## config.mk

```make
export PLATFORM = sky130hd
export DESIGN_NAME = i2c_decr_slave
export DESIGN_NICKNAME = d
export VERILOG_FILES = /design/src/rtl/i2c_dec_pkg.sv /design/src/rtl/i2c_line_sync.sv /design/src/rtl/i2c_ptr_step.sv /design/src/rtl/i2c_decr_slave.sv
export SDC_FILE = /design/constraint.sdc
export NUM_CORES = 1
export LEC_CHECK = 0
export ABC_AREA = 1
export BUFFER_PORTS_ARGS = -buffer_cell sky130_fd_sc_hd__buf_4
export CELL_PAD_IN_SITES_DETAIL_PLACEMENT = 0
export CELL_PAD_IN_SITES_GLOBAL_PLACEMENT = 1
export CORE_ASPECT_RATIO = 0.75
export CORE_UTILIZATION = 36
export DETAILED_ROUTE_END_ITERATION = 8
export GPL_ROUTABILITY_DRIVEN = 0
export PLACE_DENSITY = 0.78
export SLEW_MARGIN = 20
export SYNTH_ARGS = -nofsm -noshare
export SYNTH_HDL_FRONTEND = slang
export SYNTH_SLANG_ARGS = --single-unit
```

## constraint.sdc

```tcl
create_clock -name clk -period 1.27 [get_ports clk]
set_input_delay 0.0635 -clock clk [delete_from_list [all_inputs] [get_ports clk]]
set_output_delay 0.0635 -clock clk [all_outputs]
set_load 0.01 [all_outputs]
```

## src/rtl/i2c_dec_pkg.sv

```systemverilog
package i2c_dec_pkg;
  localparam int BYTE_W = 8;

  typedef enum logic [2:0] {
    ST_IDLE,
    ST_ADDR,
    ST_ACK_A,
    ST_RX,
    ST_ACK_W,
    ST_TX,
    ST_MACK
  } bus_st_e;
endpackage

```

## src/rtl/i2c_line_sync.sv

```systemverilog
module i2c_line_sync #(
  parameter int STAGES = 2
) (
  input  logic clk,
  input  logic rst_n,
  input  logic scl_i,
  input  logic sda_i,
  output logic sda_s,
  output logic scl_rise,
  output logic scl_fall,
  output logic start_det,
  output logic stop_det
);
  // STAGES synchronising flops plus one history flop per line
  logic [STAGES:0] scl_p;
  logic [STAGES:0] sda_p;
  logic scl_now, scl_old, sda_old;

  always_ff @(posedge clk or negedge rst_n) begin
    if (!rst_n) begin
      scl_p <= '1;
      sda_p <= '1;
    end else begin
      scl_p <= {scl_p[STAGES-1:0], scl_i};
      sda_p <= {sda_p[STAGES-1:0], sda_i};
    end
  end

  assign scl_now   = scl_p[STAGES-1];
  assign scl_old   = scl_p[STAGES];
  assign sda_s     = sda_p[STAGES-1];
  assign sda_old   = sda_p[STAGES];
  assign scl_rise  = scl_now & ~scl_old;
  assign scl_fall  = ~scl_now & scl_old;
  assign start_det = scl_now & scl_old & sda_old & ~sda_s;
  assign stop_det  = scl_now & scl_old & ~sda_old & sda_s;
endmodule

```

## src/rtl/i2c_ptr_step.sv

```systemverilog
module i2c_ptr_step #(
  parameter int AW = 8,
  parameter logic [AW-1:0] WIN_LO = 8'h0C,
  parameter logic [AW-1:0] WIN_HI = 8'h11
) (
  input  logic [AW-1:0] ptr_i,
  output logic [AW-1:0] ptr_dec_o,
  input  logic [AW-1:0] load_i,
  output logic          load_in_win_o
);
  // downward step, bottom of the output window folds back to its top
  assign ptr_dec_o     = (ptr_i == WIN_LO) ? WIN_HI : ptr_i - AW'(1);
  assign load_in_win_o = (load_i >= WIN_LO) && (load_i <= WIN_HI);
endmodule

```

## src/rtl/i2c_decr_slave.sv

```systemverilog
module i2c_decr_slave
  import i2c_dec_pkg::*;
#(
  parameter int AW = 8,
  parameter logic [AW-1:0] WIN_LO = 8'h0C,
  parameter logic [AW-1:0] WIN_HI = 8'h11,
  parameter int SYNC_STAGES = 2
) (
  input  logic          clk,
  input  logic          rst_n,
  input  logic          scl_i,
  input  logic          sda_i,
  output logic          sda_oe_o,
  input  logic          addr_lsb_i,
  input  logic [5:0]    dev_hi_i,
  input  logic          if_dis_i,
  output logic [AW-1:0] reg_addr_o,
  output logic          reg_rd_o,
  input  logic [7:0]    reg_rdata_i,
  output logic          reg_wr_o,
  output logic [7:0]    reg_wdata_o,
  output logic          refresh_o
);
  localparam int CW = $clog2(BYTE_W);
  localparam logic [CW-1:0] LAST_BIT = CW'(BYTE_W - 1);

  // reset: asserted asynchronously, released on the clock
  logic [1:0] rst_q;
  logic       rst_i_n;
  always_ff @(posedge clk or negedge rst_n) begin
    if (!rst_n) rst_q <= '0;
    else        rst_q <= {rst_q[0], 1'b1};
  end
  assign rst_i_n = rst_q[1];

  logic sda_s, scl_rise, scl_fall, start_det, stop_det;
  i2c_line_sync #(.STAGES(SYNC_STAGES)) u_sync (
    .clk(clk), .rst_n(rst_i_n), .scl_i(scl_i), .sda_i(sda_i),
    .sda_s(sda_s), .scl_rise(scl_rise), .scl_fall(scl_fall),
    .start_det(start_det), .stop_det(stop_det)
  );

  bus_st_e            st, st_n;
  logic [CW-1:0]      cnt, cnt_n;
  logic [BYTE_W-1:0]  shreg, shreg_n, txb, txb_n;
  logic               full, full_n, rw, rw_n, ptr_ph, ptr_ph_n, acked, acked_n;
  logic [AW-1:0]      ptr, ptr_n, ptr_dec;
  logic               win_hit, wr_s, rd_s, rf_s;
  logic [6:0]         dev_addr;

  assign dev_addr = {dev_hi_i, addr_lsb_i};

  i2c_ptr_step #(.AW(AW), .WIN_LO(WIN_LO), .WIN_HI(WIN_HI)) u_step (
    .ptr_i(ptr), .ptr_dec_o(ptr_dec),
    .load_i(AW'(shreg)), .load_in_win_o(win_hit)
  );

  // next-state logic
  always_comb begin
    st_n = st; cnt_n = cnt; shreg_n = shreg; txb_n = txb;
    full_n = full; rw_n = rw; ptr_ph_n = ptr_ph; acked_n = acked;
    ptr_n = ptr; wr_s = 1'b0; rd_s = 1'b0; rf_s = 1'b0;
    if (if_dis_i) begin
      st_n = ST_IDLE; full_n = 1'b0;
    end else if (start_det) begin
      st_n = ST_ADDR; cnt_n = '0; full_n = 1'b0;
    end else if (stop_det) begin
      st_n = ST_IDLE; full_n = 1'b0;
    end else begin
      unique case (st)
        ST_ADDR, ST_RX: begin
          if (scl_rise && !full) begin
            shreg_n = {shreg[BYTE_W-2:0], sda_s};
            cnt_n   = cnt + CW'(1);
            if (cnt == LAST_BIT) full_n = 1'b1;
          end else if (scl_fall && full) begin
            full_n = 1'b0;
            cnt_n  = '0;
            if (st == ST_ADDR) begin
              if (shreg[7:1] == dev_addr) begin
                rw_n = shreg[0]; ptr_ph_n = ~shreg[0]; st_n = ST_ACK_A;
              end else begin
                st_n = ST_IDLE;
              end
            end else begin
              st_n = ST_ACK_W;
              if (ptr_ph) begin
                ptr_n = AW'(shreg); ptr_ph_n = 1'b0; rf_s = win_hit;
              end else begin
                wr_s = 1'b1;
              end
            end
          end
        end
        ST_ACK_A: begin
          if (scl_fall) begin
            if (rw) begin
              st_n = ST_TX; txb_n = reg_rdata_i; rd_s = 1'b1;
              ptr_n = ptr_dec; cnt_n = '0;
            end else begin
              st_n = ST_RX;
            end
          end
        end
        ST_ACK_W: if (scl_fall) st_n = ST_RX;
        ST_TX: begin
          if (scl_fall) begin
            if (cnt == LAST_BIT) begin
              st_n = ST_MACK; cnt_n = '0;
            end else begin
              txb_n = {txb[BYTE_W-2:0], 1'b0}; cnt_n = cnt + CW'(1);
            end
          end
        end
        ST_MACK: begin
          if (scl_rise) begin
            acked_n = ~sda_s;
          end else if (scl_fall) begin
            if (acked) begin
              st_n = ST_TX; txb_n = reg_rdata_i; rd_s = 1'b1;
              ptr_n = ptr_dec; cnt_n = '0;
            end else begin
              st_n = ST_IDLE;
            end
          end
        end
        default: ;
      endcase
    end
  end

  // state registers
  always_ff @(posedge clk or negedge rst_i_n) begin
    if (!rst_i_n) begin
      st <= ST_IDLE; cnt <= '0; shreg <= '0; txb <= '0; full <= 1'b0;
      rw <= 1'b0; ptr_ph <= 1'b0; acked <= 1'b0; ptr <= '0;
    end else begin
      st <= st_n; cnt <= cnt_n; shreg <= shreg_n; txb <= txb_n; full <= full_n;
      rw <= rw_n; ptr_ph <= ptr_ph_n; acked <= acked_n; ptr <= ptr_n;
    end
  end

  assign sda_oe_o    = (st == ST_ACK_A) || (st == ST_ACK_W) ||
                       ((st == ST_TX) && !txb[BYTE_W-1]);
  assign reg_addr_o  = ptr;
  assign reg_rd_o    = rd_s;
  assign reg_wr_o    = wr_s;
  assign reg_wdata_o = shreg;
  assign refresh_o   = rf_s;
endmodule

```

==> metrics.md <==
| Metric | Value |
|---|---|
| Status | finished with violations |
| Violated checks | negative setup slack |
| Most used flip-flop cell after synthesis | dfrtp_1 |
| Fin. max-slew vios | 0 |
| Syn_nets | 377 |
| Root buffer cell | clkbuf_8 |
| Largest fanout on the critical path | 5 |
| Die ar. | 0.00728 mm2 |
| Initial Util | 0.384 |
| Syn avg cell area | 7.06 um2 |
| CP required | 1210 ps |
| Yosys reg bits | 42 |
| Post-DRT Antenna Nets | 0 |
| Worst Setup End Kind | output port |
| Multi-input gate area | 0.00171 mm2 |
| Total Power | 7.44 mW |
| Post-synth EDFFs | 0 |
| Critical R2R Capture | st[2] |
| Core ar. | 0.00651 mm2 |
| IO Pins | 40 |
| Synth async-reset ratio | 1.00 |
| Fmax | 0.595 GHz |
| CTS clk-pin slew, worst paths | 90 ps |
| Die Wd | 98.2 um |
| Worst skew pair latency | 290 ps |
| Sw frac | 0.432 |
| Final Hold Vio Count | 0 |
| Filler instances | 535 |
| Largest net degree at the start of global routing | 19 |
| Arr. time, crit path | 1620 ps |
| HPWL reported at the end of detailed placement | 5.25 mm |
| Hold Crit Class | input port to flip-flop |
| Leak | 2.19 nW |
| Inserted Diodes | 0 |
| Post-layout min period | 1680 ps |
| Pint | 4.22 mW |
| Number of max-cap violations | 0 |
| RSZ-0062 raised after global routing | yes |
| Final setup vio count | 38 |
| Worst hold start | reg_rdata_i[0] |
| GRT Resource Usage Total | 0.231 |
| Drt pass-1 iters | 7 |
| Seq/Total Area, Yosys | 0.423 |
| # clock sinks | 42 |
| Via density | 5.05 |
| Hold WS | 11.0 ps |
| PwrDens | 1770 mW/mm2 |
| Area grow syn2layout | 68.4% |
| Nets | 509 |
| FF+latch area | 0.00106 mm2 |
| Routed wl met3 | 489 um |
| Grt ovf | 0 |
| Share of total power in combinational logic | 0.587 |
| Max Clock Skew | 10.1 ps |
| DRT met1 WL | 3.96 mm |
| Net Sw Power | 3.21 mW |
| H-tree depth | 2 |
| Worst Setup Slack, final | -411 ps |
| CTS tree | yes |
| WHS Endpoint | txb[0] |
| Wire length on met2 | 3.86 mm |
| Commonest non-fill, non-tap cell in the layout | buf_4 |
| Clock Path Buffers | 2 |
| Global-route wire length before repair | 13.3 mm |
| Worst r2r src | st[1] |
| TritonCTS buffer count | 5 |
| VDD IR-drop max | 1.05 mV |
| Final period utilization | 1.32 |
| Site Rows | 25 |
| Startpoint Class | flip-flop |
| Hold path depth | 3 |
| Worst R2R Setup Slack | -330 ps |
| Synth unique cells | 33 |
| Routed WL | 8.51 mm |
| Flop pwr share | 0.270 |
| I/O Buffers | 39 |
| Syn. warnings | 0 |
| Worst R2R Path Depth | 10 |
| WS Path Type | flip-flop to output port |
| Vias in the first global route | 2,678 |
| 1st-iter DRT viols | 171 |
| Initial antenna violation count | 0 |
| Drt drc | 0 |
| Clock power share | 0.143 |
| Die Height | 74.2 um |
| Share of layout cells above drive strength 1 | 0.483 |
| Total number of vias | 2,867 |
| Post-Synthesis Cells | 354 |
| Top Layer Used | met4 |
| Most frequent cells in the layout | buf_4, nand2_1, inv_1, dfrtp_1, nor2_1 |
| Synthesized area | 0.00250 mm2 |
| Average wire per standard cell | 15.0 um |
-- cell usage after synthesis (2+ instances only) --
library cell / n / area, um2
nand2_1: 129 / 484
inv_1: 45 / 169
dfrtp_1: 36 / 901
nand3_1: 32 / 160
nor2_1: 30 / 113
o21ai_0: 16 / 80.1
o21ai_1: 9 / 45.0
mux2i_1: 7 / 70.1
dfstp_2: 6 / 158
nor3_1: 5 / 25.0
nand4_1: 4 / 25.0
buf_2: 3 / 15.0
ha_1: 3 / 37.5
nor2_4: 3 / 33.8
nor4_1: 3 / 18.8
a21oi_1: 2 / 10.0
inv_2: 2 / 7.51
nand2_2: 2 / 12.5
o211ai_1: 2 / 15.0
o22ai_1: 2 / 12.5
-- metal layers --
| layer | global-route usage | up-vias |
|---|---|---|
| met4 | 0.0580 | 0 |
| met2 | 0.360 | 119 |
| met1 | 0.331 | 1320 |
| li1 | - | 1400 |
| met5 | 0 | - |
| met3 | 0.0461 | 28 |
-- registers in the layout, indices dropped and copies added (netlist names) --
name          count
acked             1
u_sync.sda_p      3
reg_addr_o        8
txb               8
cnt               3
ptr_ph            1
rst_q             2
st                3
u_sync.scl_p      3
rw                1
full              1
reg_wdata_o       8
-- worst max-delay path by stage --
stage | from | endpoint | slack, ps | depth (start not counted)
6_report | st[1] | reg_rd_o | -410 | 7
5_1_grt | st[1] | reg_rd_o | -530 | 7
4_1_cts | u_sync.scl_p[2] | reg_rd_o | -380 | 5
3_5_place_dp | st[2] | reg_addr_o[1] | -280 | 9
3_3_place_gp | u_sync.scl_p[1] | reg_addr_o[0] | -300 | 10
2_1_floorplan | cnt[0] | txb[5] | -150 | 9
-- final cells by class --
cell class,instances,area share
clock buffers,7,0.0181
clock inverters,1,0.00713
inverters,47,0.0467
multi-input cells,263,0.407
flip-flops and latches,42,0.253
well taps,81,0.0241
repair buffers,127,0.244
-- power by group through the flow --
stage	Sequential, mW	Clock [mW]	Combinational (mW)
2_1_floorplan	2.00	0	2.00
3_3_place_gp	1.98	0	3.41
3_5_place_dp	1.99	0	3.42
4_1_cts	1.96	1.08	3.88
5_1_grt	2.04	1.14	4.78
6_report	2.00	1.06	4.37
-- cells by family (layout without fill, tap and decap cells) --
| group | after synthesis | count (layout) | synth area share |
|---|---|---|---|
| adders and majority gates | 3 | 3 | 0.0150 |
| xor gates and xnor gates | 2 | 2 | 0.00701 |
| buffers and inverters | 52 | 182 | 0.0831 |
| other | 1 | 1 | 0.00150 |
| muxes | 7 | 7 | 0.0280 |
| DFF | 42 | 42 | 0.423 |
| and+or+nand+nor | 214 | 217 | 0.371 |
| AOI/OAI and AO/OA | 33 | 33 | 0.0706 |
-- worst max-delay path, cell delays in order, from the launching register on --
cell and delay [ps]:
dfrtp_2 460, clkinv_4 110, nor2_4 150, nand2_2 90, nor2_2 110, nor2_1 80
nor4_2 150, buf_4 170
-- metrics by stage --
| stage | area (um2) | TNS, ps | instances | setup slack [ps] | utilization |
|---|---|---|---|---|---|
| 4_1_cts | 3920 | -8680 | 558 | -381 | 0.603 |
| 3_5_place_dp | 3460 | -7720 | 534 | -284 | 0.533 |
| 6_report | 4210 | -11060 | 568 | -411 | 0.647 |
| 3_3_place_gp | 3460 | -7510 | 534 | -298 | 0.533 |
| 2_1_floorplan | 2610 | -2650 | 354 | -151 | - |
| 5_1_grt | 4210 | -14000 | 568 | -525 | 0.647 |
-- repair_timing --
item	CTS	global route
setup endpoints to repair	38	38
buffers inserted	11	11
cloned	3	0
hold buffers	3	0
hold endpoints to repair	4	0
pin swaps	14	29
resized for setup	60	55
No activity file was read; power rests on OpenSTA's default activity.
